[src/rtl/sa_pkg.sv]
package sa_pkg;
  localparam int GAP_PEN      = 8;
  localparam int MATCH_BONUS  = 15;
  localparam int MISMATCH_PEN = 12;

  function automatic int cnt_width(input int n);
    return (n > 1) ? $clog2(n) : 1;
  endfunction
endpackage

[src/rtl/sa_phase_ctr.sv]
module sa_phase_ctr #(
  parameter int S    = 3,
  parameter int CNTW = sa_pkg::cnt_width(S)
) (
  input  logic            clk_i,
  input  logic            rst_ni,
  input  logic            en_i,
  output logic [CNTW-1:0] phase_o,
  output logic            last_o
);
  localparam logic [CNTW-1:0] LAST = CNTW'(S - 1);

  logic [CNTW-1:0] cnt_q;

  always_ff @(posedge clk_i or negedge rst_ni) begin
    if (!rst_ni)     cnt_q <= '0;
    else if (en_i)   cnt_q <= (cnt_q == LAST) ? '0 : cnt_q + 1'b1;
  end

  assign phase_o = cnt_q;
  assign last_o  = (cnt_q == LAST);

  assert_phase_range_R8: assert property (@(posedge clk_i) disable iff (!rst_ni)
    cnt_q <= LAST);
  assert_phase_wrap_R8: assert property (@(posedge clk_i) disable iff (!rst_ni)
    (en_i && last_o) |=> (cnt_q == '0));
  assert_phase_freeze_R6: assert property (@(posedge clk_i) disable iff (!rst_ni)
    !en_i |=> $stable(cnt_q));
endmodule

[src/rtl/sa_shift_line.sv]
module sa_shift_line #(
  parameter int DEPTH = 3,
  parameter int W     = 16
) (
  input  logic         clk_i,
  input  logic         rst_ni,
  input  logic         en_i,
  input  logic [W-1:0] din_i,
  output logic [W-1:0] head_o
);
  logic [W-1:0] line_q [DEPTH];

  for (genvar i = 0; i < DEPTH; i++) begin : g_stage
    logic [W-1:0] nxt;
    if (i == DEPTH - 1) begin : g_tail
      assign nxt = din_i;
    end else begin : g_mid
      assign nxt = line_q[i+1];
    end
    always_ff @(posedge clk_i or negedge rst_ni) begin
      if (!rst_ni)   line_q[i] <= '0;
      else if (en_i) line_q[i] <= nxt;
    end
  end

  assign head_o = line_q[0];

  assert_line_freeze_R6: assert property (@(posedge clk_i) disable iff (!rst_ni)
    !en_i |=> $stable(head_o));
endmodule

[src/rtl/sa_pe.sv]
module sa_pe #(
  parameter int CW = 8,
  parameter int SW = 16
) (
  input  logic                 active_i,
  input  logic [CW-1:0]        q_i,
  input  logic [CW-1:0]        db_i,
  input  logic signed [SW-1:0] left_i,
  input  logic signed [SW-1:0] up_i,
  input  logic signed [SW-1:0] diag_i,
  output logic signed [SW-1:0] score_o
);
  localparam logic signed [SW-1:0] GAP = SW'(sa_pkg::GAP_PEN);
  localparam logic signed [SW-1:0] MAT = SW'(sa_pkg::MATCH_BONUS);
  localparam logic signed [SW-1:0] MIS = SW'(sa_pkg::MISMATCH_PEN);

  logic signed [SW-1:0] t_up, t_left, t_diag, best;

  always_comb begin
    t_up   = up_i - GAP;
    t_left = left_i - GAP;
    t_diag = (q_i == db_i) ? diag_i + MAT : diag_i - MIS;
    best   = '0;
    if (t_up   > best) best = t_up;
    if (t_left > best) best = t_left;
    if (t_diag > best) best = t_diag;
    // idle slot forwards the left score untouched
    score_o = active_i ? best : left_i;
  end
endmodule

[src/rtl/sa_phys_cell.sv]
module sa_phys_cell #(
  parameter int CW   = 8,
  parameter int SW   = 16,
  parameter int S    = 3,
  parameter int X    = 7,
  parameter int BASE = 0
) (
  input  logic                 clk_i,
  input  logic                 rst_ni,
  input  logic                 en_i,
  input  logic [S*CW-1:0]      query_i,
  input  logic signed [SW-1:0] in_score_i,
  input  logic [CW-1:0]        in_db_i,
  input  logic                 in_vld_i,
  output logic signed [SW-1:0] out_score_o,
  output logic [CW-1:0]        out_db_o,
  output logic                 out_vld_o,
  output logic                 load_o
);
  localparam int CNTW  = sa_pkg::cnt_width(S);
  localparam int SLOTS = 1 << CNTW;

  logic [CNTW-1:0]      phase;
  logic                 last;
  logic signed [SW-1:0] left_q;
  logic [CW-1:0]        db_q;
  logic                 vld_q;
  logic signed [SW-1:0] res, up_head, diag_head;
  logic [SW-1:0]        up_din, diag_din, up_raw, diag_raw;
  logic [CW-1:0]        q_slot [SLOTS];
  logic [SLOTS-1:0]     act;

  sa_phase_ctr #(.S(S)) u_ctr (
    .clk_i, .rst_ni, .en_i, .phase_o(phase), .last_o(last)
  );

  for (genvar s = 0; s < SLOTS; s++) begin : g_slot
    if (s < S && BASE + s < X) begin : g_used
      assign q_slot[s] = query_i[s*CW +: CW];
      assign act[s]    = 1'b1;
    end else begin : g_idle
      assign q_slot[s] = '0;
      assign act[s]    = 1'b0;
    end
  end

  sa_pe #(.CW(CW), .SW(SW)) u_pe (
    .active_i(act[phase]), .q_i(q_slot[phase]), .db_i(db_q),
    .left_i(left_q), .up_i(up_head), .diag_i(diag_head), .score_o(res)
  );

  // bubbles rotate the lines without changing them
  assign up_din   = vld_q ? res    : up_head;
  assign diag_din = vld_q ? left_q : diag_head;

  sa_shift_line #(.DEPTH(S), .W(SW)) u_up_line (
    .clk_i, .rst_ni, .en_i, .din_i(up_din), .head_o(up_raw)
  );
  sa_shift_line #(.DEPTH(S), .W(SW)) u_diag_line (
    .clk_i, .rst_ni, .en_i, .din_i(diag_din), .head_o(diag_raw)
  );
  assign up_head   = signed'(up_raw);
  assign diag_head = signed'(diag_raw);

  always_ff @(posedge clk_i or negedge rst_ni) begin
    if (!rst_ni) begin
      left_q <= '0;
      db_q   <= '0;
      vld_q  <= 1'b0;
    end else if (en_i) begin
      if (last) begin
        left_q <= in_score_i;
        db_q   <= in_db_i;
        vld_q  <= in_vld_i;
      end else begin
        left_q <= res;   // circulate to the next slot
      end
    end
  end

  assign out_score_o = res;
  assign out_db_o    = db_q;
  assign out_vld_o   = vld_q;
  assign load_o      = last;

  assert_db_hold_R8: assert property (@(posedge clk_i) disable iff (!rst_ni)
    !(en_i && last) |=> $stable(db_q));
  assert_vld_hold_R5: assert property (@(posedge clk_i) disable iff (!rst_ni)
    !(en_i && last) |=> $stable(vld_q));
endmodule

[src/rtl/sa_serial_array.sv]
module sa_serial_array #(
  parameter int CW = 8,
  parameter int SW = 16,
  parameter int X  = 7,
  parameter int S  = 3
) (
  input  logic                 clk_i,
  input  logic                 rst_ni,
  input  logic                 en_i,
  input  logic [X*CW-1:0]      query_i,
  input  logic                 db_valid_i,
  input  logic [CW-1:0]        db_char_i,
  output logic                 db_ready_o,
  output logic [SW-1:0]        score_o,
  output logic                 score_valid_o
);
  localparam int NP = (X + S - 1) / S;
  localparam int QW = NP * S * CW;

  logic [QW-1:0]        q_pad;
  logic signed [SW-1:0] sc  [NP+1];
  logic [CW-1:0]        dbc [NP+1];
  logic [NP:0]          vc;
  logic [NP-1:0]        ld;
  logic signed [SW-1:0] score_q;
  logic                 valid_q;

  assign q_pad  = QW'(query_i);
  assign sc[0]  = '0;
  assign dbc[0] = db_char_i;
  assign vc[0]  = db_valid_i;

  for (genvar k = 0; k < NP; k++) begin : g_cell
    sa_phys_cell #(.CW(CW), .SW(SW), .S(S), .X(X), .BASE(k*S)) u_cell (
      .clk_i, .rst_ni, .en_i,
      .query_i(q_pad[k*S*CW +: S*CW]),
      .in_score_i(sc[k]), .in_db_i(dbc[k]), .in_vld_i(vc[k]),
      .out_score_o(sc[k+1]), .out_db_o(dbc[k+1]), .out_vld_o(vc[k+1]),
      .load_o(ld[k])
    );
  end

  assign db_ready_o = en_i && ld[0];

  always_ff @(posedge clk_i or negedge rst_ni) begin
    if (!rst_ni) begin
      score_q <= '0;
      valid_q <= 1'b0;
    end else begin
      valid_q <= en_i && ld[NP-1] && vc[NP];
      if (en_i && ld[NP-1] && vc[NP]) score_q <= sc[NP];
    end
  end

  assign score_o       = score_q;
  assign score_valid_o = valid_q;

  assert_idle_no_pulse_R6: assert property (@(posedge clk_i) disable iff (!rst_ni)
    !en_i |=> !score_valid_o);
  assert_lockstep_R8: assert property (@(posedge clk_i) disable iff (!rst_ni)
    (ld == '0) || (ld == '1));
  if (S > 1) begin : g_chk
    assert_ready_spacing_R3: assert property (@(posedge clk_i) disable iff (!rst_ni)
      db_ready_o |=> !db_ready_o);
    assert_single_pulse_R4: assert property (@(posedge clk_i) disable iff (!rst_ni)
      score_valid_o |=> !score_valid_o);
  end
endmodule

[config.mk]
export PLATFORM = sky130hd
export DESIGN_NAME = sa_serial_array
export DESIGN_NICKNAME = d
export VERILOG_FILES = /design/src/rtl/sa_pkg.sv /design/src/rtl/sa_phase_ctr.sv /design/src/rtl/sa_shift_line.sv /design/src/rtl/sa_pe.sv /design/src/rtl/sa_phys_cell.sv /design/src/rtl/sa_serial_array.sv
export SDC_FILE = /design/constraint.sdc
export NUM_CORES = 1
export LEC_CHECK = 0
export BUFFER_PORTS_ARGS = -buffer_cell sky130_fd_sc_hd__buf_2
export CORE_AREA = 2 2 226 228
export CTS_CLUSTER_SIZE = 14
export DETAILED_ROUTE_END_ITERATION = 10
export DIE_AREA = 0 0 228 230
export GPL_TIMING_DRIVEN = 0
export HOLD_SLACK_MARGIN = 0.05
export MAX_ROUTING_LAYER = met4
export PLACE_DENSITY = 0.63
export SETUP_SLACK_MARGIN = 0.2
export SYNTH_ARGS = -nofsm -noshare
export SYNTH_HDL_FRONTEND = slang
export SYNTH_SLANG_ARGS = --single-unit
[constraint.sdc]
create_clock -name clk_i -period 9.07 [get_ports clk_i]
set_input_delay 0.4535 -clock clk_i [delete_from_list [all_inputs] [get_ports clk_i]]
set_output_delay 0.4535 -clock clk_i [all_outputs]
set_load 0.05 [all_outputs]
==> results.json, run 1 <==
{
  "coreArea_um2": 49900,
  "synth-seq-cells": 386,
  "cts.path.max_buffers": 3,
  "num_rows": 82,
  "gr-total-overflow": 0,
  "initial_core_util": 0.478,
  "max_slew_margin": 0.237,
  "cp-end-kind": "flip-flop",
  "final_hold_viol_count": 0,
  "holdWs_ns": 0.0832,
  "antennaDiodeCount": 0,
  "timing.final.crit_share": 0.934,
  "yosysMostFrequentCell": "dfrtp_1",
  "clock-sinks": 386,
  "synth_top_area_frac": 0.405,
  "via_count": 20200,
  "path_buf_inv": 6,
  "routed_wl_um": 80100,
  "ios": 86,
  "hpwl_um": 61000,
  "placed_cells": 3251,
  "die_width_um": 228,
  "avgSynthCellArea_um2": 9.58,
  "cp-start-kind": "flip-flop",
  "max_freq_mhz": 118,
  "yosysUniqueCellTypes": 88,
  "finish.instance_area_um2": 26800,
  "drive_gt1_frac": 0.157,
  "drcViolationCount": 0,
  "synthFlopType": "dfrtp_1",
  "skew_ns": 0.0229,
  "netlist_instances": 2489,
  "wire_per_inst_um": 24.0,
  "worstMarginPinSlew_ns": 1.14,
  "finalCriticalPeriod_ns": 8.47,
  "status": "finished clean",
  "grt_pass1_wl_um": 122000,
  "detail_route.first_pass.iterations": 5,
  "leakage_nw": 11.8,
  "fp.dieArea_um2": 52400,
  "crit_path_max_fanout": 10,
  "synth.cells.most_frequent": "dfrtp_1 (386), nand2_1 (257), mux2_2 (196)",
  "clkTransAtPathRegs_ns": 0.06,
  "root_buffer": "clkbuf_16",
  "crit_arrival_ns": 8.95,
  "p_total_mw": 11.7,
  "path_class": "flip-flop to flip-flop",
  "finalNonFillerCells": 3333,
  "min_path_type": "input pin to flip-flop",
  "syn-cell-area_um2": 23800,
  "p_per_area_nw_per_um2": 436,
  "yosysWarningCount": 0,
  "track_usage": 0.312,
  "antenna_left": 0,
  "async_reset_ff_frac": 1.00,
  "rsz0062_at_grt": "yes",
  "utilization": 0.538,
  "dpl_cell_area_um2": 25200,
  "cpPeakStageDelay_ns": 0.50,
  "die_y_um": 230,
  "drv_cap": 0,
  "port_buffers": 84,
  "num-nets-final": 2806,
  "yosysTopAreaCell": "dfrtp_1",
  "report.final.slew_viol_count": 0,
  "grt_max_degree": 127,
  "cp_slowest_cell": "o22ai_1",
  "grt_pass1_vias": 19600,
  "setup_viol": 0,
  "cts.htree.levels": 2,
  "grt_antenna_before_repair": 1,
  "crit_path_frequent_cell": "ha_1",
  "cts_buffers": 44,
  "cts_tree": "yes",
  "synth.area.top_cells": "dfrtp_1 (41%), mux2_2 (9.3%), ha_1 (5.8%), mux2i_1 (5.1%), nand2_1 (4.0%)",
  "routed_via_density": 6.05,
  "synth-edff-count": 0,
  "cp.required_ns": 9.55,
  "ff2ff_setup_slack_ns": 0.60,
  "worstSkewPairLatency_ns": 0.59,
  "place_congestion": 0.996,
  "cp_top_family": "compound AO/OA/AOI/OAI gates",
  "syn2layout_area_growth_pct": 12.4,
  "drtIter0Drc": 1673,
  "max-vdd-ir-drop_uv": 264,
  "ys_seq_area_frac": 0.405
}
## final timing paths
path	from	endpoint	cells after the start
worst max-delay path	g_cell[2].u_cell.u_up_line.head_o[3]	g_cell[2].u_cell.u_up_line.g_stage[1].nxt[13]	28
worst min-delay path	db_char_i[7]	g_cell[0].u_cell.out_db_o[7]	3
worst max register to register	g_cell[2].u_cell.u_up_line.head_o[3]	g_cell[2].u_cell.u_up_line.g_stage[1].nxt[13]	28
worst min register to register	score_o[0]	score_o[0]	2
max in group asynchronous	rst_ni	g_cell[0].u_cell.out_db_o[4]	4
min in group asynchronous	rst_ni	g_cell[2].u_cell.u_diag_line.head_o[11]	2
## metrics by stage
stage | TNS (ns) | setup WS, ns
6_report | 0 | 0.601
3_5_place_dp | -4.20 | -0.404
4_1_cts | 0 | 0.221
3_3_place_gp | -3.45 | -0.375
5_1_grt | 0 | 0.192
2_1_floorplan | 0 | 2.07
## state kept, by name (all words and copies together), names as in the netlist, 3 cells and up
signal                                 cells
g_cell.u_cell.u_diag_line.g_stage.nxt     96
g_cell.u_cell.out_db_o                    24
g_cell.u_cell.u_up_line.head_o            48
score_o                                   16
g_cell.u_cell.u_ctr.phase_o                6
g_cell.u_cell.u_diag_line.head_o          48
g_cell.u_cell.out_vld_o                    3
g_cell.u_cell.u_up_line.g_stage.nxt       96
g_cell.u_cell.left_q                      48
## final cells by class
| type | count | area, um^2 |
|---|---|---|
| Inverter | 116 | 435 |
| Timing Repair Buffer | 90 | 538 |
| Sequential cell | 386 | 9660 |
| Fill cell | 4585 | 23100 |
| Buffer | 151 | 666 |
| Clock buffer | 62 | 1300 |
| Tap cell | 672 | 841 |
| Multi-Input combinational cell | 1838 | 13200 |
| Clock inverter | 18 | 208 |
## placed cells by master (no fill, tap or decap), types with 24 or more instances in the layout
cell / synthesis / layout
o21ai_0: 101 / 101
nand2_1: 257 / 257
nand2b_1: 58 / 58
mux2i_1: 121 / 121
o211ai_1: 24 / 24
xor2_1: 43 / 43
nor2_1: 173 / 173
nand4_1: 28 / 28
mux2_2: 196 / 196
inv_1: 113 / 113
xnor2_1: 64 / 63
nand3_1: 27 / 27
a21oi_1: 133 / 132
dfrtp_1: 386 / 386
clkbuf_1: 125 / 127
nor2b_1: 37 / 37
nor3_1: 50 / 50
buf_2: 9 / 92
clkbuf_16: 0 / 46
or3_1: 32 / 32
o221ai_1: 24 / 24
ha_1: 111 / 111
## power by group
| group | internal, mW | switching (mW) |
|---|---|---|
| Combinational | 2.45 | 4.00 |
| Clock | 1.11 | 0.752 |
| Sequential | 2.52 | 0.847 |
| Total | 6.08 | 5.60 |
## kinds of logic (layout without fill, tap and decap cells)
group / count (synthesis) / after routing / share of synthesized area
AOI/OAI and AO/OA: 487 / 487 / 0.134
xor gates and xnor gates: 107 / 107 / 0.0393
adders and majority gates: 111 / 111 / 0.0582
muxes: 323 / 323 / 0.146
and+or+nand+nor: 807 / 807 / 0.171
buffers and inverters: 267 / 437 / 0.0458
DFF: 386 / 386 / 0.405
other: 1 / 3 / 0.000157
## worst reg2reg max path: cells and delay by family (launching register included)
kind	cells	cell delay [ns]
compound gates	11	2.99
simple gates	6	1.66
buf+inv	6	1.64
fa+ha+maj	3	0.97
flops	1	0.46
xor+xnor	1	0.33
mux	1	0.31
## per-layer routing
layer,vias to the layer above,GRT usage,part of all wire
met3,149,0.0444,0.067
met4,0,0.104,0.034
met1,10100,0.428,0.45
met5,-,-,0
li1,9210,-,-
met2,746,0.478,0.45
## repair_timing
item	in CTS	in global routing
buffers inserted	1	0
endpoints found under the hold margin	14	0
hold buffers	1	0
endpoints found under the setup margin	43	63
pin swaps	1	0
gates resized for setup	7	13
Note: power is estimated with default switching activity, not from simulation.
==> run 2, diff against run 1 <==
--- a/config.mk
+++ b/config.mk
@@ -5,7 +5,7 @@
 export SDC_FILE = /design/constraint.sdc
 export NUM_CORES = 1
 export LEC_CHECK = 0
-export BUFFER_PORTS_ARGS = -buffer_cell sky130_fd_sc_hd__buf_2
+export BUFFER_PORTS_ARGS = -buffer_cell sky130_fd_sc_hd__buf_4
 export CORE_AREA = 2 2 226 228
 export CTS_CLUSTER_SIZE = 14
 export DETAILED_ROUTE_END_ITERATION = 10
@@ -14,6 +14,7 @@
 export HOLD_SLACK_MARGIN = 0.05
 export MAX_ROUTING_LAYER = met4
 export PLACE_DENSITY = 0.63
+export RECOVER_POWER = 25
 export SETUP_SLACK_MARGIN = 0.2
 export SYNTH_ARGS = -nofsm -noshare
 export SYNTH_HDL_FRONTEND = slang
==> results.json, run 2 (same netlist as run 1, synthesis figures left out) <==
{
  "grt_pass1_vias": 19800,
  "worstMarginPinSlew_ns": 4.35,
  "cp.required_ns": 9.54,
  "routed_via_density": 6.01,
  "finish.instance_area_um2": 27000,
  "cts_tree": "yes",
  "max-vdd-ir-drop_uv": 234,
  "share_comb_of_total_power": 0.556,
  "num_rows": 82,
  "status": "finished, violations left",
  "antennaDiodeCount": 0,
  "multi_input_area_um2": 13200,
  "grt_pass1_wl_um": 123000,
  "final_hold_viol_count": 0,
  "drtIter0Drc": 1841,
  "clock-sinks": 386,
  "worstSkewPairLatency_ns": 0.60,
  "hpwl_um": 60900,
  "p_sw_frac": 0.480,
  "place_ws_ns": -0.359,
  "die_y_um": 230,
  "final_common_cell": "dfrtp_1",
  "area.sequential_um2": 9660,
  "drv_cap": 3,
  "initial_core_util": 0.478,
  "timing.rr.start": "g_cell[2].u_cell.u_up_line.head_o[3]",
  "report.final.slew_viol_count": 265,
  "place_congestion": 0.957,
  "die_width_um": 228,
  "r2r_cells": 28,
  "leakage_nw": 11.9,
  "routed_wl_um": 80200,
  "track_usage": 0.314,
  "coreArea_um2": 49900,
  "finalCriticalPeriod_ns": 8.35,
  "timing.final.crit_share": 0.921,
  "p_total_mw": 11.6,
  "cts_buffers": 43,
  "finalNonFillerCells": 3335,
  "utilization": 0.541,
  "max_slew_margin": -1.90,
  "grt_antenna_before_repair": 0,
  "port_buffers": 84,
  "cell_internal_pwr_mw": 6.03,
  "drcViolationCount": 0,
  "cp-end-kind": "flip-flop",
  "power_frac_clock": 0.154,
  "worstHoldPathCells": 3,
  "failed_checks": "max-capacitance violations, max-slew violations",
  "gr-total-overflow": 0,
  "skew_ns": 0.0261,
  "cts.path.max_buffers": 3,
  "r2r_end": "g_cell[2].u_cell.u_up_line.g_stage[1].nxt[13]",
  "cp_slowest_cell": "clkbuf_1",
  "cpPeakStageDelay_ns": 0.46,
  "wire_per_inst_um": 24.0,
  "setup_viol": 0,
  "syn2layout_area_growth_pct": 13.1,
  "crit_arrival_ns": 8.83,
  "worstHoldStart": "db_char_i[2]",
  "antenna_left": 0,
  "fin_ws_ns": 0.715,
  "max_freq_mhz": 120,
  "root_buffer": "clkbuf_16",
  "grt_max_degree": 127,
  "whs_endpoint": "g_cell[0].u_cell.out_db_o[2]",
  "path_class": "flip-flop to flip-flop",
  "ff2ff_setup_slack_ns": 0.72,
  "placed_cells": 3250,
  "final_cell_mix": "dfrtp_1 (386), nand2_1 (257), mux2_2 (196)",
  "cp-start-kind": "flip-flop",
  "dpl_cell_area_um2": 25400,
  "via_count": 20100,
  "switchingPower_mw": 5.57,
  "p_seq_frac": 0.290,
  "rsz0062_at_grt": "no",
  "setup_tns_ns": 0,
  "p_per_area_nw_per_um2": 430,
  "ios": 86,
  "drive_gt1_frac": 0.154,
  "crit_path_max_fanout": 10,
  "clkTransAtPathRegs_ns": 0.06,
  "min_path_type": "input pin to flip-flop",
  "num-nets-final": 2813,
  "detail_route.first_pass.iterations": 6,
  "cts.htree.levels": 2,
  "fillers": 4638,
  "fp.dieArea_um2": 52400,
  "holdWs_ns": 0.0781
}
## run 2: power groups by stage
stage / registers [mW] / clock network (mW) / logic (mW)
2_1_floorplan: 3.11 / 0 / 4.25
3_3_place_gp: 3.33 / 0 / 6.16
3_5_place_dp: 3.37 / 0 / 6.24
4_1_cts: 3.34 / 1.81 / 6.33
5_1_grt: 3.46 / 1.88 / 7.05
6_report: 3.37 / 1.78 / 6.45
## run 2: worst max path at each step
stage / from / endpoint / slack [ns] / cells after the start
floorplan: g_cell[0].u_cell.u_up_line.head_o[3] / g_cell[0].u_cell.u_up_line.g_stage[1].nxt[5] / 2.07 / 30
global placement: g_cell[0].u_cell.u_up_line.head_o[3] / g_cell[1].u_cell.left_q[15] / -0.31 / 29
detailed placement: g_cell[0].u_cell.u_up_line.head_o[3] / g_cell[0].u_cell.u_up_line.g_stage[1].nxt[15] / -0.36 / 29
CTS: g_cell[0].u_cell.u_up_line.head_o[3] / g_cell[0].u_cell.u_up_line.g_stage[1].nxt[13] / 0.22 / 30
global route: g_cell[2].u_cell.u_up_line.head_o[3] / g_cell[2].u_cell.u_up_line.g_stage[1].nxt[13] / 0.16 / 28
finish: g_cell[2].u_cell.u_up_line.head_o[3] / g_cell[2].u_cell.u_up_line.g_stage[1].nxt[13] / 0.72 / 28
## run 2: worst max-delay path: cells and delay by family (launching register included)
kind,cells,cell delay [ns]
AO/OA/AOI/OAI,12,3.11
XOR/XNOR,1,0.34
AND/OR/NAND/NOR,5,1.40
flip-flops,1,0.45
adder cells (fa/ha/maj),3,0.96
buffers and inverters,6,1.64
multiplexers,1,0.35
## run 2: layout make-up
| class | instances | area share |
|---|---|---|
| Buffer | 151 | 0.0246 |
| Sequential cell | 386 | 0.358 |
| Inverter | 116 | 0.0161 |
| Tap cell | 672 | 0.0312 |
| Timing Repair Buffer | 98 | 0.0284 |
| Clock buffer | 58 | 0.0449 |
| Multi-Input combinational cell | 1838 | 0.489 |
| Clock inverter | 16 | 0.00779 |
## run 2: routing by layer
layer  vias up  wire length [um]  global-route usage
li1       9202                 -                   -
met5         -                 0                   -
met3       142              4500              0.0445
met2       599             37200               0.497
met1     10100             36200               0.422
met4         0              2290              0.0927
## run 2: what timing repair did
item                                    CTS  global route
gates resized for setup                   8            18
endpoints found under the hold margin    68             0
buffers inserted                          1             1
cloned                                    0             0
endpoints found under the setup margin   38            66
pin swaps                                 1             1
hold buffers                              8             0
==> run 3, diff against run 2 <==
--- a/config.mk
+++ b/config.mk
@@ -5,15 +5,16 @@
 export SDC_FILE = /design/constraint.sdc
 export NUM_CORES = 1
 export LEC_CHECK = 0
+export ABC_AREA = 1
 export BUFFER_PORTS_ARGS = -buffer_cell sky130_fd_sc_hd__buf_4
-export CORE_AREA = 2 2 226 228
+export CORE_AREA = 2 2 237 239
 export CTS_CLUSTER_SIZE = 14
 export DETAILED_ROUTE_END_ITERATION = 10
-export DIE_AREA = 0 0 228 230
+export DIE_AREA = 0 0 239 241
 export GPL_TIMING_DRIVEN = 0
 export HOLD_SLACK_MARGIN = 0.05
 export MAX_ROUTING_LAYER = met4
-export PLACE_DENSITY = 0.63
+export PLACE_DENSITY = 0.6
 export RECOVER_POWER = 25
 export SETUP_SLACK_MARGIN = 0.2
 export SYNTH_ARGS = -nofsm -noshare
==> results.json, run 3 <==
{
  "min_path_type": "flip-flop to flip-flop",
  "cpPeakStageDelay_ns": 0.53,
  "syn-cell-area_um2": 24600,
  "post_cts_buffers": 0,
  "crit_path_max_fanout": 10,
  "cts.htree.levels": 2,
  "setup_tns_ns": 0,
  "synthFlopType": "dfrtp_1",
  "setup_viol": 0,
  "cp_top_family": "simple AND/OR/NAND/NOR gates",
  "antenna_left": 0,
  "grt_max_degree": 117,
  "detail_route.first_pass.iterations": 6,
  "grt_antenna_before_repair": 1,
  "drv_cap": 2,
  "timing.final.crit_share": 0.826,
  "die_width_um": 239,
  "crit_arrival_ns": 7.98,
  "max_freq_mhz": 134,
  "async_reset_ff_frac": 1.00,
  "drcViolationCount": 0,
  "failed_checks": "max-capacitance violations, max-slew violations",
  "synth-seq-cells": 386,
  "ys_seq_area_frac": 0.392,
  "drive_gt1_frac": 0.0563,
  "cts.path.max_buffers": 3,
  "place_congestion": 0.978,
  "drtIter0Drc": 1911,
  "worstSkewPairLatency_ns": 0.62,
  "hpwl_um": 64800,
  "cp_slowest_cell": "a21boi_0",
  "yosysTopAreaCell": "dfrtp_1",
  "via_count": 23400,
  "path_class": "flip-flop to flip-flop",
  "max_slew_margin": -2.12,
  "final_common_cell": "nand2_1",
  "num-nets-final": 3892,
  "placed_cells": 4359,
  "netlist_instances": 3565,
  "utilization": 0.509,
  "fillers": 5626,
  "gr-total-overflow": 0,
  "wire_per_inst_um": 18.8,
  "cts_tree": "yes",
  "routed_wl_um": 83600,
  "report.final.slew_viol_count": 198,
  "synth.area.top_cells": "dfrtp_1 (39%), nand2_1 (21%), o21ai_0 (5.8%), ha_1 (5.6%), nand3_1 (5.5%)",
  "skew_ns": 0.0457,
  "routed_via_density": 5.25,
  "coreArea_um2": 54900,
  "synth.cells.most_frequent": "nand2_1 (1356), dfrtp_1 (386), inv_1 (339)",
  "num_rows": 86,
  "final_hold_viol_count": 0,
  "status": "finished, violations left",
  "worstMarginPinSlew_ns": 4.69,
  "yosysWarningCount": 0,
  "cp-end-kind": "flip-flop",
  "holdWs_ns": 0.468,
  "rsz0062_at_grt": "no",
  "clock-sinks": 386,
  "final_cell_mix": "nand2_1 (1356), dfrtp_1 (386), inv_1 (340)",
  "finalCriticalPeriod_ns": 7.49,
  "port_buffers": 85,
  "yosysMostFrequentCell": "nand2_1",
  "yosysUniqueCellTypes": 38,
  "cp.required_ns": 9.56,
  "grt_pass1_wl_um": 130000,
  "root_buffer": "clkbuf_16",
  "finalNonFillerCells": 4454,
  "ios": 86,
  "cp-start-kind": "flip-flop",
  "track_usage": 0.303,
  "synth-edff-count": 0,
  "avgSynthCellArea_um2": 6.91,
  "die_y_um": 241,
  "syn2layout_area_growth_pct": 13.5,
  "initial_core_util": 0.449,
  "grt_pass1_vias": 22400,
  "path_buf_inv": 6,
  "cts_resized": 0,
  "synth_top_area_frac": 0.392,
  "fp.dieArea_um2": 57600,
  "clkTransAtPathRegs_ns": 0.06,
  "crit_path_frequent_cell": "nand2_1",
  "cts_buffers": 46
}
## run 3: path summary, 6_finish.rpt
path / to / startpoint / slack (ns) / cells after the start
worst max-delay path: g_cell[2].u_cell.u_up_line.g_stage[1].nxt[6] / g_cell[2].u_cell.u_up_line.head_o[3] / 1.58 / 36
worst min-delay path: g_cell[2].u_cell.u_diag_line.head_o[14] / g_cell[2].u_cell.u_diag_line.g_stage[0].nxt[14] / 0.47 / 2
worst max register to register: g_cell[2].u_cell.u_up_line.g_stage[1].nxt[6] / g_cell[2].u_cell.u_up_line.head_o[3] / 1.58 / 36
worst min register to register: g_cell[2].u_cell.u_diag_line.head_o[14] / g_cell[2].u_cell.u_diag_line.g_stage[0].nxt[14] / 0.47 / 2
max in group asynchronous: score_o[9] / rst_ni / 2.33 / 3
min in group asynchronous: g_cell[1].u_cell.u_up_line.g_stage[0].nxt[2] / rst_ni / 2.12 / 2
## run 3: tightest hold or removal path: cells and delay by family, from the launching register on
kind / cells / cell delay, ns
AO/OA/AOI/OAI: 1 / 0.06
AND/OR/NAND/NOR: 1 / 0.05
flip-flops: 1 / 0.34
## run 3: cell type report
class                           count  area (um^2)  area share
Antenna cell                        1         2.50   0.0000895
Multi-Input combinational cell   2675        13000       0.466
Clock buffer                       64         1340      0.0479
Inverter                          354         1330      0.0475
Clock inverter                     20          300      0.0107
Timing Repair Buffer               98          791      0.0283
Sequential cell                   386         9660       0.346
Buffer                            152          623      0.0223
Tap cell                          704          881      0.0315
## run 3: logic make-up (layout without fill, tap and decap cells)
kind of cell,count (synthesis),in the layout,synth area share
DFF,386,386,0.392
and+or+nand+nor,1973,1973,0.331
AOI/OAI and AO/OA,457,457,0.0940
other,1,4,0.000152
adders and majority gates,111,111,0.0564
buffers and inverters,506,688,0.0793
xor gates and xnor gates,131,131,0.0469
## run 3: timing repair
action	CTS	global route
endpoints found under the setup margin	0	0
endpoints found under the hold margin	88	0
hold buffers	10	0
## run 3: stage by stage
| step | setup slack, ns | cell area, um^2 |
|---|---|---|
| 2_1_floorplan | 3.72 | 24600 |
| 3_3_place_gp | 1.78 | 26200 |
| 3_5_place_dp | 1.83 | 26200 |
| 4_1_cts | 1.81 | 28000 |
| 5_1_grt | 0.942 | 27900 |
| 6_report | 1.58 | 27900 |
## run 3: per-layer routing
metal	share of wire	track usage	vias to the layer above
met5	0	-	-
met4	0.038	0.103	0
met3	0.063	0.0524	159
met2	0.44	0.462	661
met1	0.46	0.409	10900
li1	-	-	11600
Power of run 3 is left out: the tool's default activity adds up to more than one toggle a clock period on the data nets, which glitch-free logic cannot reach.
